==> src/rtl/ipi_pkg.sv <==
package ipi_pkg;
  localparam int WORD_W    = 32;
  localparam int MAX_CORES = 4;
  localparam int BIT_ACK   = 31;
  localparam int BIT_GEN   = 30;
  localparam int BIT_PEND  = 30;
  localparam int IDX_LSB   = 16;
  localparam int IDX_FW    = 14;
  localparam int MSG_W     = 16;

  function automatic logic [WORD_W-1:0] pack_status(input logic [IDX_FW-1:0] src,
                                                    input logic [MSG_W-1:0]  msg);
    pack_status = {1'b0, 1'b1, src, msg};
  endfunction
endpackage

==> src/rtl/ipi_addr_dec.sv <==
module ipi_addr_dec
  import ipi_pkg::*;
#(
  parameter int NUM_CORES = 1,
  parameter int IDX_W     = 2,
  localparam int ADDR_W   = IDX_W + 3
) (
  input  logic                 clk,
  input  logic                 rst_n,
  input  logic                 req_valid,
  input  logic                 req_write,
  input  logic [ADDR_W-1:0]    req_addr,
  input  logic [WORD_W-1:0]    req_wdata,
  output logic [IDX_W-1:0]     core_idx,
  output logic                 core_ok,
  output logic                 rd_go,
  output logic                 rd_status,
  output logic [NUM_CORES-1:0] ctrl_sel,
  output logic [NUM_CORES-1:0] gen_sel,
  output logic [NUM_CORES-1:0] ack_sel
);
  logic              ctrl_we;
  logic [IDX_FW-1:0] dst;
  logic              dst_ok;

  assign core_idx  = req_addr[ADDR_W-1:3];
  assign rd_status = req_addr[2];
  assign core_ok   = 32'(core_idx) < NUM_CORES;
  assign rd_go     = req_valid && !req_write;
  assign ctrl_we   = req_valid && req_write && !req_addr[2] && core_ok;
  assign dst       = req_wdata[IDX_LSB +: IDX_FW];
  assign dst_ok    = 32'(dst) < NUM_CORES;

  for (genvar i = 0; i < NUM_CORES; i++) begin : g_sel
    assign ctrl_sel[i] = ctrl_we && (core_idx == IDX_W'(i));
    assign ack_sel[i]  = ctrl_sel[i] && req_wdata[BIT_ACK];
    assign gen_sel[i]  = ctrl_we && req_wdata[BIT_GEN] && dst_ok && (dst == IDX_FW'(i));
  end

  // a foreign core index selects no slot
  a_r9_foreign_quiet: assert property (@(posedge clk) disable iff (!rst_n)
    (req_valid && !core_ok) |-> (ctrl_sel == '0 && gen_sel == '0));
  // an out-of-range destination raises no doorbell
  a_r7_dst_range: assert property (@(posedge clk) disable iff (!rst_n)
    (req_valid && req_write && !dst_ok) |-> (gen_sel == '0));
  a_r4_one_target: assert property (@(posedge clk) disable iff (!rst_n)
    $onehot0(gen_sel) && $onehot0(ctrl_sel));
endmodule

==> src/rtl/ipi_slot.sv <==
module ipi_slot
  import ipi_pkg::*;
#(
  parameter int IDX_W = 2
) (
  input  logic              clk,
  input  logic              rst_n,
  input  logic              ctrl_we,
  input  logic              gen_hit,
  input  logic              ack_hit,
  input  logic [IDX_W-1:0]  src_idx,
  input  logic [WORD_W-1:0] wdata,
  output logic [WORD_W-1:0] ctrl_q,
  output logic [WORD_W-1:0] stat_q,
  output logic              irq_q
);
  logic [WORD_W-1:0] stat_d;
  logic              irq_d;

  always_comb begin
    stat_d = stat_q;
    irq_d  = irq_q;
    if (gen_hit) begin
      stat_d = pack_status(IDX_FW'(src_idx), wdata[MSG_W-1:0]);
      irq_d  = 1'b1;
    end
    if (ack_hit) begin
      stat_d[BIT_PEND] = 1'b0;
      irq_d            = 1'b0;
    end
  end

  always_ff @(posedge clk) begin
    if (!rst_n) begin
      ctrl_q <= '0;
      stat_q <= '0;
      irq_q  <= 1'b0;
    end else begin
      if (ctrl_we) ctrl_q <= wdata;
      stat_q <= stat_d;
      irq_q  <= irq_d;
    end
  end

  a_r3_ctrl_store: assert property (@(posedge clk) disable iff (!rst_n)
    ctrl_we |=> (ctrl_q == $past(wdata)));
  a_r4_gen_raise: assert property (@(posedge clk) disable iff (!rst_n)
    (gen_hit && !ack_hit) |=> (irq_q && stat_q[BIT_PEND]));
  a_r5_ack_drop: assert property (@(posedge clk) disable iff (!rst_n)
    ack_hit |=> (!irq_q && !stat_q[BIT_PEND]));
  // generate then acknowledge keeps the new message
  a_r6_both_order: assert property (@(posedge clk) disable iff (!rst_n)
    (gen_hit && ack_hit) |=> (stat_q[MSG_W-1:0] == $past(wdata[MSG_W-1:0])));
  a_r11_hold: assert property (@(posedge clk) disable iff (!rst_n)
    (!gen_hit && !ack_hit) |=> ($stable(stat_q) && $stable(irq_q)));
  a_r4_line_tracks: assert property (@(posedge clk) disable iff (!rst_n)
    irq_q == stat_q[BIT_PEND]);
endmodule

==> src/rtl/ipi_rd_port.sv <==
module ipi_rd_port
  import ipi_pkg::*;
#(
  parameter int NUM_CORES = 1,
  parameter int IDX_W     = 2
) (
  input  logic                              clk,
  input  logic                              rst_n,
  input  logic                              rd_go,
  input  logic                              rd_status,
  input  logic [IDX_W-1:0]                  core_idx,
  input  logic [NUM_CORES-1:0][WORD_W-1:0]  ctrl_all,
  input  logic [NUM_CORES-1:0][WORD_W-1:0]  stat_all,
  output logic                              rsp_valid,
  output logic [WORD_W-1:0]                 rsp_data
);
  logic [WORD_W-1:0] pick;

  always_comb begin
    pick = '0;
    for (int i = 0; i < NUM_CORES; i++) begin
      if (core_idx == IDX_W'(i)) pick = rd_status ? stat_all[i] : ctrl_all[i];
    end
  end

  always_ff @(posedge clk) begin
    if (!rst_n) begin
      rsp_valid <= 1'b0;
      rsp_data  <= '0;
    end else begin
      rsp_valid <= rd_go;
      if (rd_go) rsp_data <= pick;
    end
  end

  a_r2_rsp_follows: assert property (@(posedge clk) disable iff (!rst_n)
    rd_go |=> rsp_valid);
  a_r2_rsp_single: assert property (@(posedge clk) disable iff (!rst_n)
    !rd_go |=> !rsp_valid);
endmodule

==> src/rtl/ipi_doorbell.sv <==
module ipi_doorbell
  import ipi_pkg::*;
#(
  parameter int NUM_CORES = 1,
  localparam int IDX_W    = $clog2(MAX_CORES),
  localparam int ADDR_W   = IDX_W + 3
) (
  input  logic                 clk,
  input  logic                 rst_n,
  input  logic                 req_valid,
  output logic                 req_ready,
  input  logic                 req_write,
  input  logic [ADDR_W-1:0]    req_addr,
  input  logic [WORD_W-1:0]    req_wdata,
  output logic                 rsp_valid,
  output logic [WORD_W-1:0]    rsp_data,
  output logic [NUM_CORES-1:0] irq_o
);
  logic [IDX_W-1:0]                 core_idx;
  logic                             core_ok;
  logic                             rd_go;
  logic                             rd_status;
  logic [NUM_CORES-1:0]             ctrl_sel;
  logic [NUM_CORES-1:0]             gen_sel;
  logic [NUM_CORES-1:0]             ack_sel;
  logic [NUM_CORES-1:0][WORD_W-1:0] ctrl_all;
  logic [NUM_CORES-1:0][WORD_W-1:0] stat_all;

  assign req_ready = 1'b1;

  ipi_addr_dec #(.NUM_CORES(NUM_CORES), .IDX_W(IDX_W)) u_dec (
    .clk(clk), .rst_n(rst_n),
    .req_valid(req_valid), .req_write(req_write),
    .req_addr(req_addr), .req_wdata(req_wdata),
    .core_idx(core_idx), .core_ok(core_ok),
    .rd_go(rd_go), .rd_status(rd_status),
    .ctrl_sel(ctrl_sel), .gen_sel(gen_sel), .ack_sel(ack_sel)
  );

  for (genvar i = 0; i < NUM_CORES; i++) begin : g_slot
    ipi_slot #(.IDX_W(IDX_W)) u_slot (
      .clk(clk), .rst_n(rst_n),
      .ctrl_we(ctrl_sel[i]), .gen_hit(gen_sel[i]), .ack_hit(ack_sel[i]),
      .src_idx(core_idx), .wdata(req_wdata),
      .ctrl_q(ctrl_all[i]), .stat_q(stat_all[i]), .irq_q(irq_o[i])
    );
  end

  ipi_rd_port #(.NUM_CORES(NUM_CORES), .IDX_W(IDX_W)) u_rd (
    .clk(clk), .rst_n(rst_n),
    .rd_go(rd_go), .rd_status(rd_status), .core_idx(core_idx),
    .ctrl_all(ctrl_all), .stat_all(stat_all),
    .rsp_valid(rsp_valid), .rsp_data(rsp_data)
  );

  a_r8_status_write: assert property (@(posedge clk) disable iff (!rst_n)
    (req_valid && req_write && req_addr[2]) |=> ($stable(irq_o) && $stable(stat_all)
                                                 && $stable(ctrl_all)));
  a_r9_foreign_write: assert property (@(posedge clk) disable iff (!rst_n)
    (req_valid && req_write && !core_ok) |=> ($stable(irq_o) && $stable(stat_all)));
  a_r2_ready: assert property (@(posedge clk) disable iff (!rst_n) req_ready);
endmodule

==> config.mk <==
export PLATFORM = sky130hd
export DESIGN_NAME = ipi_doorbell
export DESIGN_NICKNAME = d
export VERILOG_FILES = /design/src/rtl/ipi_pkg.sv /design/src/rtl/ipi_addr_dec.sv /design/src/rtl/ipi_slot.sv /design/src/rtl/ipi_rd_port.sv /design/src/rtl/ipi_doorbell.sv
export SDC_FILE = /design/constraint.sdc
export NUM_CORES = 1
export LEC_CHECK = 0
export ABC_CLOCK_PERIOD_IN_PS = 4900
export BUFFER_PORTS_ARGS = -buffer_cell sky130_fd_sc_hd__buf_2
export CORE_UTILIZATION = 50
export DETAILED_ROUTE_END_ITERATION = 8
export PLACE_DENSITY = 0.74
export SLEW_MARGIN = 15
export SYNTH_ARGS = -nofsm -noshare
export SYNTH_HDL_FRONTEND = slang
export SYNTH_HIERARCHICAL = 1
export SYNTH_SLANG_ARGS = --single-unit
==> constraint.sdc <==
create_clock -name clk -period 4.9 [get_ports clk]
set_clock_uncertainty 0.15 [all_clocks]
set_input_delay 0.245 -clock clk [delete_from_list [all_inputs] [get_ports clk]]
set_output_delay 0.245 -clock clk [all_outputs]
set_load 0.02 [all_outputs]
==> flow_metrics.py <==
metrics = {
    "logic_synthesis": {
        "postSynthCellCount": 305,
        "syn_avg_cell_area_um2": 11.88,
        "ys.warnings.count": 6,
        "yosys-top-cells-area": "dfxtp_1 (46%), mux2i_1 (23%), nor2b_1 (9.0%)",
        "synth-seq-cells": 84,
        "synth_top_area_share_pct": 46.39,
        "synth.distinct_cells": 22,
        "synth_top_cell_by_area": "dfxtp_1",
        "ys_seq_area_share_pct": 46.39,
        "netlist_area_mm2": 0.003625,
    },
    "power_and_ir_drop": {
        "p_per_area_mw_per_mm2": 333.7,
        "p_leak_nw": 1.577,
        "vdd_ir_drop_max_v": 0.0001686,
    },
    "drt": {
        "drt_pass1_iterations": 4,
        "dr_wl_met3_um": 327,
        "routed_via_density": 4.974,
        "drc": 0,
        "wl_per_cell_um": 14.81,
        "drt-total-wl_um": 6855,
        "initialDrtViolationCount": 77,
        "drt-met1-wl_um": 3294,
        "vias": 2303,
        "wl_met2_um": 3160,
        "highest_layer": "met4",
        "antenna_left": 0,
    },
    "sta": {
        "finalHoldViolCount": 0,
        "setup_viol": 0,
        "rsz0062_at_grt": "false",
        "tns_ns": 0,
        "min_period_ns": 1.993,
        "maxSlewHeadroom_pct": 28.31,
        "clock.fmax_ghz": 0.5018,
        "slew_violations": 0,
        "tightestPinTransition_ns": 1.075,
        "period_share_pct": 40.67,
    },
    "setup_path": {
        "cp_max_fo": 33,
        "path_class": "in2reg",
        "r2r_slack_ns": 4.05,
        "cp_data_arrival_time_ns": 2.11,
        "endpoint_kind": "flip-flop",
        "required_ns": 5.02,
        "startpoint_type": "input port",
    },
    "clocking": {
        "clk_pin_slew_worst_paths_ns": 0.09,
        "clockRootBuffer": "clkbuf_8",
        "h-tree-depth": 3,
        "cts_setup_buffers": 0,
        "cts_tree": "yes",
        "ctsResizeCount": 0,
        "cts_sinks": 84,
        "cts_max_path_buffers": 2,
        "holdBufCountCts": 0,
        "clkLatencyLatePin_ns": 0.35,
        "numCtsBuffers": 9,
    },
    "final_layout": {
        "drive_above_1_share_pct": 29.16,
        "num-nets-final": 403,
        "syn2layout_area_growth_pct": 12.84,
        "fin_util_pct": 59.22,
        "antenna_cells": 0,
        "finalInstanceArea_mm2": 0.004090,
    },
    "placement": {
        "post-dp-hpwl_um": 4196,
        "port_buffers": 72,
        "gp_congestion": 0.6773,
        "placed_area_mm2": 0.003841,
    },
    "floorplan": {
        "core-area_mm2": 0.006907,
        "io_pins": 76,
        "fp.dieH_um": 87.15,
        "rows": 30,
        "die_area_mm2": 0.007594,
        "fp.dieW_um": 87.15,
        "start_util_pct": 52.48,
    },
    "grt": {
        "antenna_found_initial": 0,
        "grt_max_degree": 55,
        "grt_pass1_wl_um": 10890,
        "grt_pass1_vias": 2237,
        "grt_overflow": 0,
        "grt_usage_pct": 18.93,
    },
    "status": {
        "status": "complete, no violations",
    },
    "min_path": {
        "hold_path.class": "in2reg",
    },
    "run": {
        "maxCapViolations": 0,
    },
}
## stage by stage
| stage | setup slack, ns | hold WS (ns) | cells | total power [mW] |
|---|---|---|---|---|
| finish | 2.907 | 0.02075 | 463 | 1.365 |
| global route | 2.813 | 0.01373 | 463 | 1.415 |
| CTS | 2.909 | 0.002721 | 463 | 1.382 |
| detailed placement | 2.538 | 0.2914 | 447 | 0.7836 |
| global placement | 2.548 | 0.2891 | 447 | 0.7823 |
| floorplan | 3.019 | 0.2223 | 317 | 0.7670 |
## worst max-delay path: stages
cell     delay [ns]
buf_2          0.80
and4b_2        0.33
buf_4          0.31
and2_1         0.25
nor3b_2        0.16
## state kept, by name, indices dropped and copies added (netlist names)
name                  cells
g_slot.u_slot/stat_q     18
u_rd/rsp_data            32
u_rd/rsp_valid            1
g_slot.u_slot/irq_q       1
g_slot.u_slot/ctrl_q     32
## metal layers
layer	vias to the layer above	track usage (%)
li1	1158	-
met1	1090	23.41
met2	49	30.78
met3	6	6.161
met4	0	7.154
met5	-	0
## layout by cell type, fill, tap and decap left out, drive strengths merged
master / Yosys / layout
nand4bb: 1 / 1
nor4: 2 / 2
dfxtp: 84 / 84
clkbuf: 5 / 10
bufinv: 0 / 3
nor2: 2 / 2
conb: 2 / 14
nor4b: 1 / 1
nor2b: 52 / 52
mux2i: 82 / 82
nor3b: 1 / 1
buf: 36 / 75
clkinv: 0 / 2
or4: 1 / 1
and2: 2 / 2
clkinvlp: 0 / 1
o2bb2ai: 32 / 32
and4b: 1 / 1
and4: 1 / 1
## synthesized netlist by cell type
| master | count |
|---|---|
| buf_4 | 23 |
| nor2b_1 | 52 |
| nor3b_2 | 1 |
| buf_8 | 3 |
| clkbuf_1 | 5 |
| nor4_2 | 1 |
| buf_6 | 7 |
| o2bb2ai_1 | 22 |
| and4_1 | 1 |
| nor2_1 | 2 |
| buf_2 | 2 |
| o2bb2ai_2 | 10 |
| and2_1 | 2 |
| and4b_1 | 1 |
| dfxtp_1 | 84 |
| conb_1 | 2 |
| nand4bb_1 | 1 |
| buf_12 | 1 |
| or4_4 | 1 |
| nor4_1 | 1 |
| nor4b_1 | 1 |
| mux2i_1 | 82 |
## cell families (layout without fill, tap and decap cells)
kind of cell	Yosys count	in the layout	synth area share [%]
flip-flops	84	84	46.39
other	2	14	0.2072
AND/OR/NAND/NOR	64	64	11.77
multiplexers	82	82	22.64
AO/OA/AOI/OAI	32	32	9.458
buffers and inverters	41	91	9.527
## final cells by class
type / count / area (um2)
clock buffers: 10 / 137.6
repair buffers: 75 / 382.9
flip-flops and latches: 84 / 1682
well taps: 96 / 120.1
fillers: 633 / 2816
multi-input cells: 192 / 1657
clock inverters: 6 / 111.4
## worst paths after layout
kind	start	cells past startpoint	to
worst max-delay path	req_addr[2]	5	g_slot[0].u_slot/irq_q
worst min-delay path	req_wdata[7]	3	g_slot[0].u_slot/stat_q[7]
worst max register to register	g_slot[0].u_slot/stat_q[9]	2	u_rd/rsp_data[9]
worst min register to register	u_rd/rsp_data[22]	1	u_rd/rsp_data[22]
## power by group
part           internal [mW]  total [mW]  switching (mW)
Clock                  0.352       0.598           0.245
Combinational         0.0349      0.0780          0.0431
Sequential             0.687       0.689         0.00233
Total                   1.07        1.36           0.291
No activity file was read; power rests on OpenSTA's default activity.
